[src/rtl/fsku_pkg.sv]
`timescale 1ns/1ps
package fsku_pkg;

    localparam int DATA_W  = 8;
    localparam int FRAME_W = DATA_W + 1;
    localparam int CNT_W   = $clog2(FRAME_W + 2);

    typedef struct packed {
        logic              stop;
        logic [DATA_W-1:0] data;
    } frame_t;

    // Bit presented after n host pulses: pulse 0 and 1 both show b0,
    // pulse k shows frame bit k-1, beyond the stop bit the line idles high.
    function automatic logic frame_bit(input frame_t f, input logic [CNT_W-1:0] n);
        logic [FRAME_W-1:0] v;
        v = f;
        if (n == '0)
            return v[0];
        else if (n <= CNT_W'(FRAME_W))
            return v[n - 1'b1];
        else
            return 1'b1;
    endfunction

endpackage

[src/rtl/fsku_edge.sv]
`timescale 1ns/1ps
module fsku_edge #(
    parameter int STAGES = 2
) (
    input  logic clk,
    input  logic rst,
    input  logic async_in,
    output logic rise
);
    logic [STAGES-1:0] chain;
    logic              last;

    generate
        for (genvar i = 0; i < STAGES; i++) begin : g_stage
            always_ff @(posedge clk) begin
                if (rst)
                    chain[i] <= 1'b0;
                else if (i == 0)
                    chain[i] <= async_in;
                else
                    chain[i] <= chain[(i == 0) ? 0 : i - 1];
            end
        end
    endgenerate

    always_ff @(posedge clk) begin
        if (rst) last <= 1'b0;
        else     last <= chain[STAGES-1];
    end

    assign rise = chain[STAGES-1] & ~last;
endmodule

[src/rtl/fsku_ready.sv]
`timescale 1ns/1ps
module fsku_ready #(
    parameter int HALF_BIT = 20000
) (
    input  logic clk,
    input  logic rst,
    input  logic start,
    input  logic ack,
    output logic rdy_n
);
    localparam int CW = $clog2(HALF_BIT + 1);

    logic [CW-1:0] remain;
    logic          low;

    always_ff @(posedge clk) begin
        if (rst) begin
            low    <= 1'b0;
            remain <= '0;
        end else if (start) begin
            low    <= 1'b1;
            remain <= CW'(HALF_BIT - 1);
        end else if (low) begin
            if (ack || remain == '0)
                low <= 1'b0;
            else
                remain <= remain - 1'b1;
        end
    end

    assign rdy_n = ~low;
endmodule

[src/rtl/fsku_frame.sv]
`timescale 1ns/1ps
module fsku_frame
    import fsku_pkg::*;
(
    input  logic   clk,
    input  logic   rst,
    input  logic   load,
    input  frame_t frame_in,
    input  logic   shift,
    output logic   sdata,
    output logic   busy
);
    frame_t           held;
    logic [CNT_W-1:0] pulses;
    logic             loaded;

    always_ff @(posedge clk) begin
        if (rst) begin
            held   <= '0;
            pulses <= '0;
            loaded <= 1'b0;
        end else if (load) begin
            held   <= frame_in;
            pulses <= '0;
            loaded <= 1'b1;
        end else if (shift && loaded) begin
            if (pulses == CNT_W'(FRAME_W)) begin
                pulses <= '0;
                loaded <= 1'b0;
            end else begin
                pulses <= pulses + 1'b1;
            end
        end
    end

    assign sdata = loaded ? frame_bit(held, pulses) : 1'b1;
    assign busy  = loaded && (pulses < CNT_W'(DATA_W));
endmodule

[src/rtl/fsk_word_unloader.sv]
`timescale 1ns/1ps
module fsk_word_unloader
    import fsku_pkg::*;
#(
    parameter int HALF_BIT    = 20000,
    parameter int SYNC_STAGES = 2
) (
    input  logic              clk,
    input  logic              rst,
    input  logic              word_valid,
    input  logic [DATA_W-1:0] word_data,
    input  logic              word_stop,
    input  logic              host_clk,
    output logic              rdy_n,
    output logic              sdata,
    output logic              overrun
);
    logic   rise;
    logic   shift;
    logic   busy;
    frame_t incoming;

    assign incoming.data = word_data;
    assign incoming.stop = word_stop;

    fsku_edge #(.STAGES(SYNC_STAGES)) u_edge (
        .clk     (clk),
        .rst     (rst),
        .async_in(host_clk),
        .rise    (rise)
    );

    // An edge in the load cycle is discarded.
    assign shift = rise && !word_valid;

    fsku_ready #(.HALF_BIT(HALF_BIT)) u_ready (
        .clk  (clk),
        .rst  (rst),
        .start(word_valid),
        .ack  (shift),
        .rdy_n(rdy_n)
    );

    fsku_frame u_frame (
        .clk     (clk),
        .rst     (rst),
        .load    (word_valid),
        .frame_in(incoming),
        .shift   (shift),
        .sdata   (sdata),
        .busy    (busy)
    );

    always_ff @(posedge clk) begin
        if (rst)
            overrun <= 1'b0;
        else if (word_valid && busy)
            overrun <= 1'b1;
    end
endmodule

[config.mk]
export PLATFORM = sky130hd
export DESIGN_NAME = fsk_word_unloader
export DESIGN_NICKNAME = d
export VERILOG_FILES = /design/src/rtl/fsku_pkg.sv /design/src/rtl/fsku_edge.sv /design/src/rtl/fsku_ready.sv /design/src/rtl/fsku_frame.sv /design/src/rtl/fsk_word_unloader.sv
export SDC_FILE = /design/constraint.sdc
export NUM_CORES = 1
export LEC_CHECK = 0
export BUFFER_PORTS_ARGS = -buffer_cell sky130_fd_sc_hd__buf_2
export CORE_MARGIN = 2
export CORE_UTILIZATION = 55
export DETAILED_ROUTE_END_ITERATION = 10
export MAX_ROUTING_LAYER = met4
export PLACE_DENSITY_LB_ADDON = 0.05
export RECOVER_POWER = 50
export SKIP_CTS_REPAIR_TIMING = 1
export SLEW_MARGIN = 5
export SYNTH_ARGS = -nofsm -noshare
export SYNTH_HDL_FRONTEND = slang
export SYNTH_SLANG_ARGS = --single-unit
[constraint.sdc]
create_clock -name clk -period 3.4 [get_ports clk]
set_clock_uncertainty 0.15 [all_clocks]
set_input_delay 0.34 -clock clk [delete_from_list [all_inputs] [get_ports clk]]
set_output_delay 0.34 -clock clk [all_outputs]
set_load 0.05 [all_outputs]
# Word-level counts from Yosys, hierarchy flattened
# Cells that the tools add are included.
[classes]
add_sub_neg = 3
n_lt_le_gt_ge = 3
eq_ne = 2
mux = 15
bitwise_logic = 4
n_reduce_logical = 15
[ops]
columns = ["op", "count"]
rows = [
  ["15-bit 2-to-1 mux", 3],
  ["15-bit logical NOT", 1],
  ["15-bit by 1-bit subtractor with 15-bit output, second input constant", 1],
  ["1-bit 2-to-1 mux", 10],
  ["2-bit AND reduction", 3],
  ["2-bit nonzero test", 3],
  ["4-bit by 5-bit less-than comparator with 1-bit output, second input constant", 1],
  ["4-bit by 1-bit adder with 4-bit output, second input constant", 1],
  ["1-bit binary-select mux with 4-bit select", 1],
  ["4-bit equality test, second input constant", 1],
  ["4-bit less-or-equal comparator, second input constant", 1],
  ["1-bit logical AND", 4],
  ["4-bit logical NOT", 1],
  ["4-bit less-than comparator, second input constant", 1],
  ["4-bit 2-to-1 mux", 1],
  ["4-bit by 1-bit subtractor with 4-bit output, second input constant", 1],
  ["1-bit inverter", 3],
  ["2-bit != test, second input constant", 1],
  ["2-bit OR reduction", 1],
  ["1-bit bitwise AND", 1],
  ["1-bit logical NOT", 1],
  ["1-bit logical OR", 1],
]
[totals]
ff_bits = 34
in_bits = 13
output_inout_bits = 3
elab_cells = 53

# Depth between registers and ports, before layout
# Gate-level depths: netlist (run 1).
[depth]
word_depth = 7
ltp_mapped = 7
mapped_depth_nobuf = 6

# Cells and area by module
# From an unflattened synthesis (run 1), not the netlist that was laid out.
[hier_totals]
cells_unflattened = 187
hier_area_um2 = 1687.9
[modules_own_cells]
columns = ["module", "n_inst", "cells_per_inst", "area_each_um2", "seq_area_each_um2"]
rows = [
  ["fsku_ready", 1, 101, 847.1, 320.3],
  ["fsku_frame", 1, 75, 718.2, 280.3],
  ["fsku_edge", 1, 7, 87.6, 60.1],
  ["fsk_word_unloader", 1, 4, 35.0, 20.0],
]

# Worst setup path before layout (run 1)
# No wires, ideal clock.
[synth_timing]
kind = "register -> output"
start = "register u_frame.pulses[0]"
end = "output sdata"
arrival_time_ns = 2.400
t_required_ns = 2.910
slack_ns = 0.510
path_stages_with_launch = 8
n_path_buf = 1
cell_sequence = "dfxtp_1 -> clkbuf_1 -> inv_1 -> ha_1 -> mux4_2 -> mux2_2 -> o311ai_0 -> nand4_1"
[synth_between]
elab_chain_cells = 6
elab_cells_between_ends = 8
cone_classes = "add/sub: 1; order compare: 1; mux: 5; reduce/logical: 1"
[synth_lines]
columns = ["element", "line", "text"]
rows = [
  ["start: declaration", "fsku_frame.sv:14", "logic [CNT_W-1:0] pulses;"],
  ["start signal: assignment", "fsku_frame.sv:31", "pulses <= pulses + 1'b1;"],
  ["4-bit by 1-bit subtractor with 4-bit output", "fsku_pkg.sv:21", "return v[n - 1'b1];"],
  ["1-bit binary-select mux with 4-bit select", "fsku_pkg.sv:21", ""],
  ["1-bit 2-to-1 mux (implied by the code)", "fsku_pkg.sv:21", ""],
  ["1-bit 2-to-1 mux", "fsku_pkg.sv:20", "else if (n <= CNT_W'(FRAME_W))"],
  ["1-bit 2-to-1 mux (*)", "fsku_pkg.sv:18", "if (n == '0)"],
  ["1-bit 2-to-1 mux (*)", "fsku_frame.sv:36", "assign sdata = loaded ? frame_bit(held, pulses) : 1'b1;"],
  ["end: declaration", "fsk_word_unloader.sv:15", "output logic sdata,"],
]
# Every way passes the cells marked *; elsewhere a longest branch is shown, timed or not. The select of a mux whose other input is x is not followed.

# Final worst setup path (run 1)
# Same ends and word-level chain as after synthesis.

==> impl_metrics.ini, run 1 <==
[yosys]
yosysSeqAreaShare_pct = 40.9
synth.avg_cell_area_sq_um = 8.99
synth_top_family_by_area = simple AND/OR/NAND/NOR gates
synth.net_count = 203
synthTopCellsByCount = dfxtp_1, nor2_1, mux2i_1
muxShareOfSynthArea_pct = 9.41
synth.most_common_cell = dfxtp_1
yosysUniqueCellTypes = 43
synthCells = 185
yosysWarnings = 0
yosys_most_used_dff = dfxtp_1
synth_edf_count = 0
synth_top_area_share_pct = 40.9
yosys-top-cells-area = dfxtp_1, mux2i_1, nor2_1
ys_ff_latch = 34
syn_area_sq_um = 1660
synthXorXnorAreaFrac_pct = 1.58
synth_simple_gate_area_share_pct = 26.4
yosysTopAreaCell = dfxtp_1
async_flop_share_pct = 0
synthAdderAreaFrac_pct = 3.76
synth-compound-area-share_pct = 14.0

[placement]
place.port_buffers = 15
dp_hpwl_mm = 2.38
place_congestion = 0.866
dpl.cell_count = 223

[worst_setup_path]
crit_family = multiplexers
rr_worst_depth = 4
slowest_stage = mux4_2
r2r-end = u_ready.remain[3]
r2r_start = u_ready.remain[6]
worstPathMaxFanout = 9
end_kind = output pin
cp.arrival_ns = 2.52
cp-start-kind = register
cp.required_ns = 2.91
cpPeakStageDelay_ns = 0.52
r2r_slack_ns = 1.06
cp_cell_sequence = inv_1 -> ha_1 -> mux4_2 -> mux2_2 -> o311ai_0 -> nand4_1 -> buf_2
crit_type = register to output pin
path_buf_inv = 2

[clock_network]
root_buffer = clkbuf_4
h-tree-depth = 2
cts_tree = done
clock_latency_ns = 0.35
clock_sinks = 34
clockBufferDepth = 2
clk_pin_slew_ns = 0.11
numCtsBuffers = 5

[power_and_ir_drop]
p_leak_nw = 0.705
ir_worst_vdd_uv = 325
power_density_nw_per_um2 = 457

[route]
via_per_inst = 6.27
wl_per_cell_um = 14.8
drt-pass1-iter-count = 4
routed_wirelength_mm = 3.42
ant_nets = 0
initialDrtViolationCount = 45
drc_errors = 0
via_count = 1448

[timing]
max_freq_mhz = 332
period_share_pct = 88.6
rsz0062_at_grt = false
final-setup-viol-count = 0
min_period_ns = 3.01
slew_headroom_pct = 20.8
final_max_slew_viol_count = 0
worst_pin_slew_ns = 1.19
tns_ns = 0
hold_viol = 0

[cells_and_area]
diodes = 0
nets = 217
drive_gt1_share_pct = 13.5
area_growth_pct = 9.78
finalCoreUtilization_pct = 65.1
stdcell_count = 231

[run]
maxCapViolCount = 0

[global_route]
grt_max_degree = 29
gr-total-overflow = 0
first_global_vias = 1404
antenna_found_initial = 0
grt_pass1_wl_mm = 6.19
track_usage_pct = 24.1

[hold_path]
hold_path_class = input pin to register
holdPathStages = 2
hold_start = host_clk
worstHoldEndpoint = u_edge.chain[0]

[floorplanning]
die-area_sq_um = 3480
start_util_pct = 59.3
core_sq_um = 2810
die_h_um = 59.0
num_rows = 19
fp.dieW_um = 59.0
io_pins = 16

[run_status]
status = finished, final reports clean
==> cells by family after synthesis <==
kind of cell | Yosys count
AO/OA/AOI/OAI | 34
XOR/XNOR | 3
adder cells (fa/ha/maj) | 5
buffers and inverters | 17
flip-flops | 34
multiplexers | 13
AND/OR/NAND/NOR | 79
==> worst max path at each step <==
stage / slack (ns) / startpoint / end / depth (start not counted)
after floorplan: 0.51 / u_frame.pulses[0] / sdata / 7
after CTS: 0.23 / u_frame.pulses[0] / sdata / 7
final: 0.39 / u_frame.pulses[0] / sdata / 7
after global routing: 0.16 / u_frame.pulses[0] / sdata / 7
after detailed placement: 0.63 / u_frame.pulses[0] / sdata / 7
after global placement: 0.76 / u_frame.pulses[0] / sdata / 7
==> sequential cells by signal (all words and copies together), names as in the netlist <==
register,cells
u_ready.remain,15
u_frame.held,9
u_frame.pulses,4
u_edge.chain,2
overrun,1
u_edge.last,1
u_frame.loaded,1
u_ready.low,1
==> report_power, final <==
| group | leakage [nW] | internal [W] | switching [W] | total [W] |
|---|---|---|---|---|
| clock | 0.0374 | 0.000154 | 0.000147 | 0.000301 |
| combinational | 0.387 | 0.0000390 | 0.0000578 | 0.0000968 |
| sequential | 0.281 | 0.000418 | 0.0000178 | 0.000436 |
| total | 0.705 | 0.000611 | 0.000223 | 0.000834 |
==> worst reg2reg max path: stages, from the launching register on <==
cell and delay, ns:
dfxtp_1 0.36, nor3_1 0.55, nand4_1 0.62, and4_2 0.47
nor3_1 0.12
==> layer usage <==
layer,global-route usage (%),wire (um),share of wire (%),up-vias
met3,5.90,150,4.4,8
met5,-,0,0,-
met4,11.0,71,2.1,0
met1,32.6,1690,49,682
li1,-,-,-,726
met2,34.0,1520,44,32
==> per-stage QoR <==
stage | hold slack, ns | total power (W) | instance area, sq um | setup WS [ns]
after floorplan | 0.264 | 0.000515 | 1660 | 0.510
after CTS | 0.0497 | 0.000841 | 1830 | 0.229
final | 0.0534 | 0.000834 | 1830 | 0.389
after global routing | 0.0629 | 0.000872 | 1830 | 0.161
after detailed placement | 0.274 | 0.000542 | 1750 | 0.631
after global placement | 0.271 | 0.000538 | 1750 | 0.764
==> cell usage in the layout, fill, tap and decap left out, drive strengths merged, types with 3 or more instances in the layout <==
| cell type | netlist | final |
|---|---|---|
| a211oi | 4 | 4 |
| nor2b | 3 | 3 |
| nand3 | 3 | 3 |
| a31oi | 7 | 7 |
| o21ai | 4 | 4 |
| nand2b | 3 | 3 |
| nand2 | 9 | 9 |
| nand4 | 7 | 7 |
| inv | 8 | 8 |
| mux2i | 10 | 10 |
| and4 | 4 | 4 |
| nor2 | 20 | 20 |
| ha | 5 | 5 |
| xnor2 | 3 | 3 |
| dfxtp | 34 | 34 |
| buf | 2 | 12 |
| clkbuf | 6 | 8 |
| or3 | 6 | 6 |
| nor3 | 9 | 9 |
| o41ai | 3 | 3 |
| a21oi | 7 | 7 |
==> layout make-up <==
class | instances | area [sq um]
clock buffers | 5 | 37.5
multi-input cells | 134 | 917
fillers | 246 | 980
clock inverters | 3 | 45.0
repair buffers | 15 | 71.3
well taps | 31 | 38.8
flip-flops and latches | 34 | 682
inverters | 9 | 33.8
Note: power is estimated with default switching activity, not from simulation.
==> inputs of run 2 (changes only) <==
--- a/config.mk
+++ b/config.mk
@@ -11,7 +11,6 @@
 export DETAILED_ROUTE_END_ITERATION = 10
 export MAX_ROUTING_LAYER = met4
 export PLACE_DENSITY_LB_ADDON = 0.05
-export RECOVER_POWER = 50
 export SKIP_CTS_REPAIR_TIMING = 1
 export SLEW_MARGIN = 5
 export SYNTH_ARGS = -nofsm -noshare
==> run 2 against run 1 <==
Effect of this change: clock power about the same; power up 0.12%; fmax down 0.16%; combinational power up 0.6%; final cell count unchanged; hold slack better by 0.00050 ns; utilization up 0.13 points; global-route usage unchanged; critical endpoint unchanged; largest power group unchanged.
==> impl_metrics.ini, run 2 (same netlist as run 1, synthesis figures left out) <==
[clock_network]
numCtsBuffers = 5
root_buffer = clkbuf_4
clock_latency_ns = 0.35
clockBufferDepth = 2
cts_tree = done
clock_sinks = 34
clk_pin_slew_ns = 0.11
h-tree-depth = 2

[placement]
place.port_buffers = 15
dp_hpwl_mm = 2.38
place_congestion = 0.866

[floorplanning]
start_util_pct = 59.3
die-area_sq_um = 3480
die_h_um = 59.0
num_rows = 19
fp.dieW_um = 59.0
core_sq_um = 2810
io_pins = 16

[timing]
period_share_pct = 88.7
final-setup-viol-count = 0
holdWs_ns = 0.0539
rsz0062_at_grt = false
worst_pin_slew_ns = 0.655
max_freq_mhz = 332
final_max_slew_viol_count = 0
min_period_ns = 3.02
tns_ns = 0
slew_headroom_pct = 55.7
hold_viol = 0

[cells_and_area]
largest_reg_flops = 15
fill_cells = 243
diodes = 0
drive_gt1_share_pct = 15.0
largest-register = u_ready.remain
register_area_sq_um = 682
multi_input_area_sq_um = 917
layout_commonest_cell = dfxtp_1
nets = 217
reg_top3 = u_ready.remain (15), u_frame.held (9), u_frame.pulses (4)
final_cell_mix = dfxtp_1, nor2_1, buf_2
area_growth_pct = 10.0

[run_status]
status = finished, final reports clean

[worst_setup_path]
crit_start = u_frame.pulses[0]
r2r_start = u_ready.remain[6]
worstPathMaxFanout = 9
cp-endpoint = sdata
cp.required_ns = 2.91
r2r-end = u_ready.remain[3]
cp-start-kind = register
end_kind = output pin
rr_worst_depth = 4
cp.arrival_ns = 2.53
crit_type = register to output pin
r2r_slack_ns = 1.08

[hold_path]
hold_path_class = input pin to register

[power_and_ir_drop]
power_density_nw_per_um2 = 456
ir_worst_vdd_uv = 325
p_leak_nw = 0.714

[route]
routed_wirelength_mm = 3.43
drt-pass1-iter-count = 4
drc_errors = 0
via_per_inst = 6.29
wl_per_cell_um = 14.8
via_count = 1453
ant_nets = 0
initialDrtViolationCount = 45

[global_route]
first_global_vias = 1404
grt_pass1_wl_mm = 6.19
track_usage_pct = 24.1
gr-total-overflow = 0
antenna_found_initial = 0
grt_max_degree = 29

[run]
maxCapViolCount = 0
==> run 2: changes by cell type in the layout (fill, tap and decap cells not counted) <==
cell | before | now
buf_2 | 12 | 15
clkbuf_1 | 3 | 0
==> run 2: stage by stage <==
step / power, W / utilization [%] / cell area, sq um / cells / setup WS [ns]
floorplan: 0.000515 / - / 1660 / 185 / 0.510
global placement: 0.000538 / 62.2 / 1750 / 223 / 0.764
detailed placement: 0.000542 / 62.2 / 1750 / 223 / 0.631
CTS: 0.000841 / 65.2 / 1830 / 231 / 0.229
global route: 0.000873 / 65.2 / 1830 / 231 / 0.161
finish: 0.000835 / 65.2 / 1830 / 231 / 0.384
==> run 2: worst min-delay path by stage <==
stage,start,end,depth (start not counted)
global placement,u_edge.chain[0],u_edge.chain[1],1
CTS,host_clk,u_edge.chain[0],2
finish,host_clk,u_edge.chain[0],2
global route,word_data[5],u_frame.held[5],3
floorplan,u_edge.chain[0],u_edge.chain[1],1
detailed placement,u_edge.chain[0],u_edge.chain[1],1
==> run 2: power by group <==
| part | internal, W | total (W) | leakage [nW] | switching, W |
|---|---|---|---|---|
| Clock | 0.000154 | 0.000302 | 0.0374 | 0.000147 |
| Sequential | 0.000418 | 0.000436 | 0.281 | 0.0000178 |
| Combinational | 0.0000394 | 0.0000974 | 0.396 | 0.0000579 |
| Total | 0.000612 | 0.000835 | 0.714 | 0.000223 |
==> run 2: critical path, cell delays in order, from the launching register on <==
cell and delay [ns]:
dfxtp_2 0.45, inv_1 0.12, ha_1 0.37, mux4_2 0.52
mux2_2 0.27, o311ai_0 0.09, nand4_1 0.12, buf_2 0.23
==> run 2: layer usage <==
layer	GRT usage (%)	up-vias	wire, um
met5	-	-	0
met4	11.0	0	71
met3	5.90	8	154
met2	34.0	36	1530
met1	32.6	688	1670
li1	-	721	-
==> run 2: layout make-up <==
class / instances / area share, %
sequential: 34 / 37.3
clock buffer: 5 / 2.05
tap: 31 / 2.12
multi-input combinational: 134 / 50.1
timing repair buffer: 15 / 4.10
inverter: 9 / 1.85
clock inverter: 3 / 2.46
